`src/rtl/rtc_serial_pkg.sv`:
```
package rtc_serial_pkg;
   localparam int BYTE_W     = 8;
   localparam int FRAME_BITS = 2 * BYTE_W;

   typedef logic [BYTE_W-1:0] byte_t;

   localparam byte_t CODE_STATUS  = 8'h30;
   localparam byte_t CODE_CONTROL = 8'h31;
   localparam byte_t CODE_CTRL_WR = 8'hB1;
   localparam int    CLEAR_BIT    = 2;

   // Commands that carry a data byte from the host
   function automatic logic cmd_is_write(byte_t c);
      return (c[7:5] == 3'b100) || (c == CODE_CTRL_WR);
   endfunction
endpackage

```
`src/rtl/rtc_sync.sv`:
```
module rtc_sync #(
   parameter int             WIDTH   = 1,
   parameter int             STAGES  = 2,
   parameter logic [WIDTH-1:0] RST_VAL = '0
) (
   input  logic             clk,
   input  logic             rst_n,
   input  logic [WIDTH-1:0] d,
   output logic [WIDTH-1:0] q
);
   if (STAGES < 2) begin : g_bad_stages
      $error("rtc_sync needs at least two stages");
   end

   logic [WIDTH-1:0] stage_q [STAGES];

   for (genvar s = 0; s < STAGES; s++) begin : g_stage
      always_ff @(posedge clk or negedge rst_n) begin
         if (!rst_n)      stage_q[s] <= RST_VAL;
         else if (s == 0) stage_q[s] <= d;
         else             stage_q[s] <= stage_q[(s == 0) ? 0 : s-1];
      end
   end

   assign q = stage_q[STAGES-1];
endmodule

```
`src/rtl/rtc_frame.sv`:
```
module rtc_frame
   import rtc_serial_pkg::*;
#(
   parameter int PH_W = $clog2(FRAME_BITS + 1)
) (
   input  logic            clk,
   input  logic            rst_n,
   input  logic            active,
   input  logic            fall,
   input  logic            din,
   input  byte_t           rd_byte,
   output byte_t           cmd_next,
   output logic            wr_commit,
   output byte_t           wr_cmd,
   output byte_t           wr_value,
   output logic            dout,
   output logic [PH_W-1:0] phase
);
   localparam logic [PH_W-1:0] PH_CMD_LAST  = PH_W'(BYTE_W - 1);
   localparam logic [PH_W-1:0] PH_DATA_LAST = PH_W'(FRAME_BITS - 1);
   localparam logic [PH_W-1:0] PH_DONE      = PH_W'(FRAME_BITS);

   byte_t cmd_q, value_q, ret_q;
   logic  in_cmd, in_data, step, rd_load;
   logic [2:0] bit_sel;

   assign cmd_next  = {cmd_q[BYTE_W-2:0], din};
   assign wr_value  = {value_q[BYTE_W-2:0], din};
   assign wr_cmd    = cmd_q;
   assign in_cmd    = phase <= PH_CMD_LAST;
   assign in_data   = !in_cmd && (phase <= PH_DATA_LAST);
   assign step      = active && fall && (phase != PH_DONE);
   assign rd_load   = step && (phase == PH_CMD_LAST) && !cmd_is_write(cmd_next);
   assign wr_commit = step && (phase == PH_DATA_LAST) && cmd_is_write(cmd_q);
   assign bit_sel   = ~phase[2:0];   // 7 - (phase - 8)

   always_ff @(posedge clk or negedge rst_n) begin
      if (!rst_n) begin
         phase <= '0; cmd_q <= '0; value_q <= '0; ret_q <= '0; dout <= 1'b0;
      end else if (!active) begin
         phase <= '0; cmd_q <= '0; value_q <= '0; ret_q <= '0; dout <= 1'b0;
      end else if (step) begin
         phase <= phase + 1'b1;
         if (in_cmd)  cmd_q <= cmd_next;
         if (rd_load) ret_q <= rd_byte;
         if (in_data) begin
            if (cmd_is_write(cmd_q)) value_q <= wr_value;
            else                     dout    <= ret_q[bit_sel];
         end
      end
   end
endmodule

```
`src/rtl/rtc_regs.sv`:
```
module rtc_regs
   import rtc_serial_pkg::*;
#(
   parameter int RAM_WORDS = 32,
   parameter bit RAM_RESET = 1'b1
) (
   input  logic  clk,
   input  logic  rst_n,
   input  byte_t lookup_cmd,
   input  logic  wr_commit,
   input  byte_t wr_cmd,
   input  byte_t wr_value,
   input  logic  pwr_fail,
   input  byte_t bcd_sec,
   input  byte_t bcd_min,
   input  byte_t bcd_hour,
   input  byte_t bcd_mday,
   input  byte_t bcd_month,
   input  byte_t bcd_year,
   output byte_t rd_byte,
   output logic [1:0] flags,
   output logic  pwr_irq
);
   localparam int         AW      = $clog2(RAM_WORDS);
   localparam logic [5:0] RAM_LIM = 6'(RAM_WORDS);

   if (RAM_WORDS < 2 || RAM_WORDS > 32 || (1 << AW) != RAM_WORDS) begin : g_bad_ram
      $error("RAM_WORDS must be a power of two from 2 to 32");
   end

   byte_t ram [RAM_WORDS];
   byte_t control_q, status_b;
   logic  ram_we, ctrl_we, clr_req;

   assign ram_we  = wr_commit && (wr_cmd[7:5] == 3'b100) && ({1'b0, wr_cmd[4:0]} < RAM_LIM);
   assign ctrl_we = wr_commit && (wr_cmd == CODE_CTRL_WR);
   assign clr_req = ctrl_we && wr_value[CLEAR_BIT];

   if (RAM_RESET) begin : g_ram_rst
      always_ff @(posedge clk or negedge rst_n) begin
         if (!rst_n) begin
            for (int i = 0; i < RAM_WORDS; i++) ram[i] <= '0;
         end else if (ram_we) begin
            ram[wr_cmd[AW-1:0]] <= wr_value;
         end
      end
   end else begin : g_ram_keep
      always_ff @(posedge clk) begin
         if (ram_we) ram[wr_cmd[AW-1:0]] <= wr_value;
      end
   end

   always_ff @(posedge clk or negedge rst_n) begin
      if (!rst_n) begin
         control_q <= '0; flags <= '0; pwr_irq <= 1'b0;
      end else begin
         if (ctrl_we) control_q <= wr_value;
         if (pwr_fail) begin          // set wins over a same-cycle clear
            flags <= 2'b11; pwr_irq <= 1'b1;
         end else if (clr_req) begin
            flags <= 2'b00; pwr_irq <= 1'b0;
         end
      end
   end

   assign status_b = {3'b000, flags, 3'b000};

   always_comb begin
      rd_byte = '0;
      if (lookup_cmd[7:5] == 3'b000) begin
         if ({1'b0, lookup_cmd[4:0]} < RAM_LIM) rd_byte = ram[lookup_cmd[AW-1:0]];
      end else if (lookup_cmd[7:4] == 4'h2) begin
         case (lookup_cmd[3:0])
            4'h0:    rd_byte = bcd_sec;
            4'h1:    rd_byte = bcd_min;
            4'h2:    rd_byte = bcd_hour;
            4'h4:    rd_byte = bcd_mday;
            4'h5:    rd_byte = bcd_month;
            4'h6:    rd_byte = bcd_year;
            default: rd_byte = '0;
         endcase
      end else if (lookup_cmd == CODE_STATUS) begin
         rd_byte = status_b;
      end else if (lookup_cmd == CODE_CONTROL) begin
         rd_byte = control_q;
      end
   end
endmodule

```
`src/rtl/rtc_serial_port.sv`:
```
module rtc_serial_port
   import rtc_serial_pkg::*;
#(
   parameter int SYNC_STAGES = 2,
   parameter int RAM_WORDS   = 32,
   parameter bit RAM_RESET   = 1'b1
) (
   input  logic       clk,
   input  logic       rst_n,
   input  logic       sel_n,
   input  logic       sclk,
   input  logic       sdata_in,
   output logic       sdata_out,
   input  logic       pwr_fail,
   input  logic [7:0] bcd_sec,
   input  logic [7:0] bcd_min,
   input  logic [7:0] bcd_hour,
   input  logic [7:0] bcd_mday,
   input  logic [7:0] bcd_month,
   input  logic [7:0] bcd_year,
   output logic       pwr_irq
);
   localparam int PH_W = $clog2(FRAME_BITS + 1);

   logic [2:0]      pins_s;
   logic            sclk_prev, fall, active;
   logic [PH_W-1:0] phase;
   logic [1:0]      flags;
   byte_t           cmd_next, rd_byte, wr_cmd, wr_value;
   logic            wr_commit;

   rtc_sync #(.WIDTH(3), .STAGES(SYNC_STAGES), .RST_VAL(3'b100)) u_sync (
      .clk(clk), .rst_n(rst_n), .d({sel_n, sclk, sdata_in}), .q(pins_s));

   always_ff @(posedge clk or negedge rst_n) begin
      if (!rst_n) sclk_prev <= 1'b0;
      else        sclk_prev <= pins_s[1];
   end

   assign fall   = sclk_prev && !pins_s[1];
   assign active = !pins_s[2];

   rtc_frame #(.PH_W(PH_W)) u_frame (
      .clk(clk), .rst_n(rst_n), .active(active), .fall(fall), .din(pins_s[0]),
      .rd_byte(rd_byte), .cmd_next(cmd_next), .wr_commit(wr_commit),
      .wr_cmd(wr_cmd), .wr_value(wr_value), .dout(sdata_out), .phase(phase));

   rtc_regs #(.RAM_WORDS(RAM_WORDS), .RAM_RESET(RAM_RESET)) u_regs (
      .clk(clk), .rst_n(rst_n), .lookup_cmd(cmd_next), .wr_commit(wr_commit),
      .wr_cmd(wr_cmd), .wr_value(wr_value), .pwr_fail(pwr_fail),
      .bcd_sec(bcd_sec), .bcd_min(bcd_min), .bcd_hour(bcd_hour),
      .bcd_mday(bcd_mday), .bcd_month(bcd_month), .bcd_year(bcd_year),
      .rd_byte(rd_byte), .flags(flags), .pwr_irq(pwr_irq));
endmodule

```
`config.mk`:
```
export PLATFORM = sky130hd
export DESIGN_NAME = rtc_serial_port
export DESIGN_NICKNAME = d
export VERILOG_FILES = /design/src/rtl/rtc_serial_pkg.sv /design/src/rtl/rtc_sync.sv /design/src/rtl/rtc_frame.sv /design/src/rtl/rtc_regs.sv /design/src/rtl/rtc_serial_port.sv
export SDC_FILE = /design/constraint.sdc
export NUM_CORES = 1
export LEC_CHECK = 0
export ABC_AREA = 0
export BUFFER_PORTS_ARGS = -buffer_cell sky130_fd_sc_hd__buf_4
export CAP_MARGIN = 20
export CORE_UTILIZATION = 50
export CTS_BUF_LIST = sky130_fd_sc_hd__clkbuf_4 sky130_fd_sc_hd__clkbuf_8
export DETAILED_ROUTE_END_ITERATION = 16
export MAX_ROUTING_LAYER = met4
export PLACE_DENSITY = 0.67
export SLEW_MARGIN = 40
export SYNTH_ARGS = -nofsm -noshare
export SYNTH_HDL_FRONTEND = slang
export SYNTH_SLANG_ARGS = --single-unit
```
`constraint.sdc`:
```
create_clock -name clk -period 3.4 [get_ports clk]
set_clock_uncertainty 0.05 [all_clocks]
set_input_delay 0.68 -clock clk [delete_from_list [all_inputs] [get_ports clk]]
set_output_delay 0.68 -clock clk [all_outputs]
set_load 0.05 [all_outputs]
```
Yosys cells after proc, flatten, opt, wreduce, memory -nomap -nowiden
Index checks and enable logic that the tools add are counted.
- flip-flop bits (word level): 303
- input bits: 54
- $add $sub $neg: 1
- magnitude comparators: 6
- eq/ne operators: 16
- multiplexer cells: 33
- bitwise operators: 3
- reductions and logical operators: 30
- operators with widths (cell ; number):
    $bwmux 256 ; 1
    $mux 8 ; 13
    $pmux 8 s6 ; 1
    $bmux 8 s5 ; 1
    $demux 8 s5 ; 1
    $mux 7 ; 4
    $eq 8x6->1 const B ; 2
    $eq 8x8->1 const B ; 2
    $eq 4x3->1 const B ; 3
    $ge 6x6->1 const B ; 2
    $logic_and 1x1->1 ; 12
    $not 5->6 ; 2
    $reduce_bool 2->1 ; 6
    $mux 5 ; 2
    $eq 4x2->1 const B ; 2
    $mux 1 ; 7
    $eq 3x3->1 const B ; 2
    $lt 6x1->1 const B ; 1
    $reduce_and 3->1 ; 2
    $add 5x1->5 const B ; 1
    $eq 5x3->1 const B ; 1
    $eq 5x4->1 const B ; 1
    $le 5x3->1 const B ; 1
    $le 5x4->1 const B ; 1
    other kinds (12) ; 18

Depth between registers and ports, before layout
- depth after elaboration: 10
- gate-level depth with buffers: 9
- mapped depth without buffers: 8

Cells and area by module
From an unflattened synthesis, not the netlist that was laid out.
- cells, all modules: 985
- area total of the unflattened synthesis: 14630.3 um^2
- by module, submodules not included (module ; times used ; cells an instance ; area each (um^2) ; sequential area each (um^2)):
    rtc_regs ; 1 ; 823 ; 12793.5 ; 6631.4
    rtc_frame ; 1 ; 150 ; 1619.1 ; 725.7
    rtc_sync ; 1 ; 9 ; 175.2 ; 152.6
    rtc_serial_port ; 1 ; 3 ; 42.5 ; 25.0

Worst setup path after synthesis
OpenSTA, ideal clock, no wires.
- path type: reg-to-reg
- start point: register u_frame.phase[0]
- end point: register u_regs.ram[129] (netlist name)
- setup time: 0.125 ns
- arrival: 2.528 ns
- data required time: 3.225 ns
- setup slack: 0.698 ns
- stages on the path, launching flop included: 10
- path buffers: 2
- period minus slack after synthesis: 2.702 ns
- cells stage by stage: dfrtp_1 clkbuf_1 inv_1 ha_1 and4bb_2 or4_4 or2_1 buf_4 nor2_8 mux2_2
- cells in the longest elaborated chain, start to end: 5
- elaborated cells between the ends (all ways): 6
- those cells by class: 2 x eq/ne; 4 x reduce/logical
- RTL lines (element ; RTL line ; source):
    start, declared ; rtc_frame.sv:17 ; output logic [PH_W-1:0] phase
    start signal, assigned ; rtc_frame.sv:43 ; phase <= phase + 1'b1;
    $ne 5x5->1 ; rtc_frame.sv:32 ; assign step = active && fall && (phase != PH_DONE);
    $logic_and 1x1->1 ; rtc_frame.sv:32 ;
    $logic_and 1x1->1 * (2 in series) ; rtc_frame.sv:34 ; assign wr_commit = step && (phase == PH_DATA_LAST) && cmd_is_write(cmd_q);
    $logic_and 1x1->1 * ; rtc_regs.sv:35 ; assign ram_we = wr_commit && (wr_cmd[7:5] == 3'b100) && ({1'b0, wr_cmd[4:0]} < RAM_LIM);
    end signal, assigned by index ; rtc_regs.sv:44 ; ram[wr_cmd[AW-1:0]] <= wr_value;
    end, declared ; rtc_regs.sv:31 ; byte_t ram [RAM_WORDS];
Every way passes the cells marked *; elsewhere a longest branch is shown, timed or not.
A chain may end at the register's enable or synchronous reset.

Worst setup path after layout
- start point: register u_frame.phase[1]
- end point: register u_regs.ram[37] (netlist name)
Same word-level chain as after synthesis.

==> out/summary.txt <==
status - complete, no violations
Least-Margin Pin Slew - 0.762 ns
chip width - 173 µm
H-tree levels - 2
switching part of the total - 22.0%
largest net degree at the start of global routing - 91
initial DRC count - 671
Clk pwr share - 46.1%
vias after detailed routing - 8,781
Starting Density - 50.8%
Core Box Area - 0.0286 mm²
via-per-instance ratio - 5.89
headroom to the max-slew limit - 49.2%
min-delay worst type - primary input to async pin
post-CTS resize count - 0
ANT nets after route - 0
Final min period - 3.02 ns
initial antenna violation count - 0
final-report hold violation count - 0
CTS tree - done
Post-CTS Setup Bufs - 0
Post-Layout Cell Count - 1,492
Power Density - 435 mW/mm²
Num CTS Buffers - 49
ranking of synthesized cells by area - dfrtp_1 (51%), mux2_2 (20%), mux4_2 (11%)
final-report setup violation count - 0
worst-skew pair later-pin latency - 0.56 ns
Startpoint Class - register
cell internal pwr - 0.00563 W
CP Cell Sequence - ha_1 -> and3_1 -> ha_1 -> nor4bb_1 -> nor4b_2 -> buf_4 -> nand2_1 -> nor2_2 -> mux2_2
CTS sink cnt - 301
fmax - 0.332 GHz
WL final - 34.3 mm
Pleak - 7.82 nW
Clock transition at path regs - 0.06 ns
Net Count, Synth - 1,053
Psw - 0.00159 W
Final Cycle Share - 88.7%
first-pass GRT wire length - 54.4 mm
area leader, netlist - dfrtp_1
vias in the first global route - 9,152
RSZ-0062 raised after global routing - false
drt drc - 0
number of synthesized flops with an enable pin - 0
critical path capture point type - register
Peak VDD IR - 196 µV
CTS Root Cell - clkbuf_8
die area - 0.0298 mm²
Synth cell types - 68
share of the synthesized area in the top cell type - 51.5%
WL/cell - 23.0 µm
pre-CTS setup slack - 0.423 ns
sequential share of the synthesized area - 51.8%
Max Cap Violations - 0
CTS Hold Bufs - 0
# nets final - 1,126
Clock Tree Buf Depth - 3
area grow syn2layout - 14.2%
setup ws final - 0.385 ns
TritonRoute pass-1 iters - 6
WP buf/inv - 1
placer congestion estimate - 0.920
n_diodes - 0
dpl cells - 1,402
CP max FO - 8
syn avg cell area - 14.6 µm²
Global Route Usage Sum - 24.4%
Required @ worst endpoint - 3.80 ns
Std-Cell Rows - 62
Final HPWL DP - 22.5 mm
setup TNS - 0 ns
Tot Pwr - 0.00722 W
synthesized instance count - 996
CP top delay family - simple AND/OR/NAND/NOR gates
Slew Limit Fails - 0
Combinational Power Share - 3.9%
I/O Pins - 56
PortBufs - 55
Max stage delay on crit path - 0.47 ns
post-synthesis register bit count - 301
cell mode on critical path - ha_1
layout cells sized above 1 - 50.6%
most common library cells after synthesis - dfrtp_1 (299), mux2_2 (259), mux4_2 (68)
CP arrival - 3.41 ns
Ys Warns - 0
fraction of registers with async set/reset - 100%
crit path kind - register to register
Die Ht - 173 µm
Seq pwr share - 50.0%
area of the mapped netlist - 0.0145 mm²
grt total ovfl - 0
predominant post-synthesis flop cell - dfrtp_1
Worst path slowest cell - nor2_2
top-count cell post-synth - dfrtp_1
-- sequential cells by signal, indices dropped and copies added, names as in the netlist, 3 cells and up --
signal and cells:
u_frame.wr_cmd 8, u_regs.control_q 8, u_sync.stage_q 3, u_regs.ram 256, u_frame.ret_q 8, u_sync.q 3
u_frame.phase 5, u_frame.value_q 7
-- area by class of cell --
cell class | count | area, µm²
clock buffers | 88 | 1050
clock inverters | 2 | 15.0
fillers | 2255 | 12000
inverters | 8 | 30.0
multi-input cells | 611 | 6650
flip-flops and latches | 301 | 7540
well taps | 384 | 480
repair buffers | 98 | 831
-- power groups by stage --
| stage | sequential (W) | clock (W) | combinational (W) |
|---|---|---|---|
| floorplan | 0.00366 | 0 | 0.000127 |
| global placement | 0.00367 | 0 | 0.000289 |
| detailed placement | 0.00367 | 0 | 0.000292 |
| CTS | 0.00361 | 0.00339 | 0.000293 |
| global route | 0.00361 | 0.00355 | 0.000315 |
| finish | 0.00361 | 0.00332 | 0.000284 |
-- per-layer routing --
| layer | global-route usage, % | routed length [µm] | vias up |
|---|---|---|---|
| met5 | - | 0 | - |
| met4 | 7.11 | 907 | 0 |
| met3 | 3.63 | 1540 | 55 |
| met2 | 37.7 | 16300 | 249 |
| met1 | 33.7 | 15600 | 4620 |
| li1 | - | - | 3857 |
-- cells by family after synthesis --
logic type,count (synthesis),synth area share (%)
AND/OR/NAND/NOR,138,6.02
adder cells (fa/ha/maj),3,0.258
flip-flops,301,51.8
multiplexers,401,36.0
XOR/XNOR,1,0.0602
AO/OA/AOI/OAI,68,3.38
buffers and inverters,84,2.43
-- stage by stage --
step                cell area, µm²  utilization (%)  hold WS (ns)
finish                       16600             58.0        0.0813
detailed placement           15500             54.3         0.285
global route                 16600             58.0         0.130
floorplan                    14500                -         0.281
CTS                          16600             58.0         0.106
global placement             15500             54.3         0.285
-- path summary, 6_finish.rpt --
kind	slack, ns	start	to	cells past startpoint
worst min-delay path	0.08	rst_n	u_regs.ram[122]	1
min in group clk	0.17	sclk	u_sync.stage_q[4]	1
worst max register to register	0.38	u_frame.phase[1]	u_regs.ram[37]	9
max in group asynchronous	2.30	rst_n	u_sync.q[0]	2
worst min register to register	0.30	u_sync.stage_q[3]	u_sync.q[0]	0
worst max-delay path	0.38	u_frame.phase[1]	u_regs.ram[37]	9
-- cell usage in the layout, fill, tap and decap left out, types with 9 or more instances in the layout --
master	instances
a211oi_1	9
buf_4	90
clkbuf_4	26
clkbuf_8	62
dfrtp_1	296
mux2_1	12
mux2_2	259
mux2i_1	55
mux4_2	68
nand2_1	20
nand2b_1	12
nand3_1	11
nor2_1	32
nor2_2	10
nor2_4	10
o22ai_1	11
No activity file was read; power rests on OpenSTA's default activity.
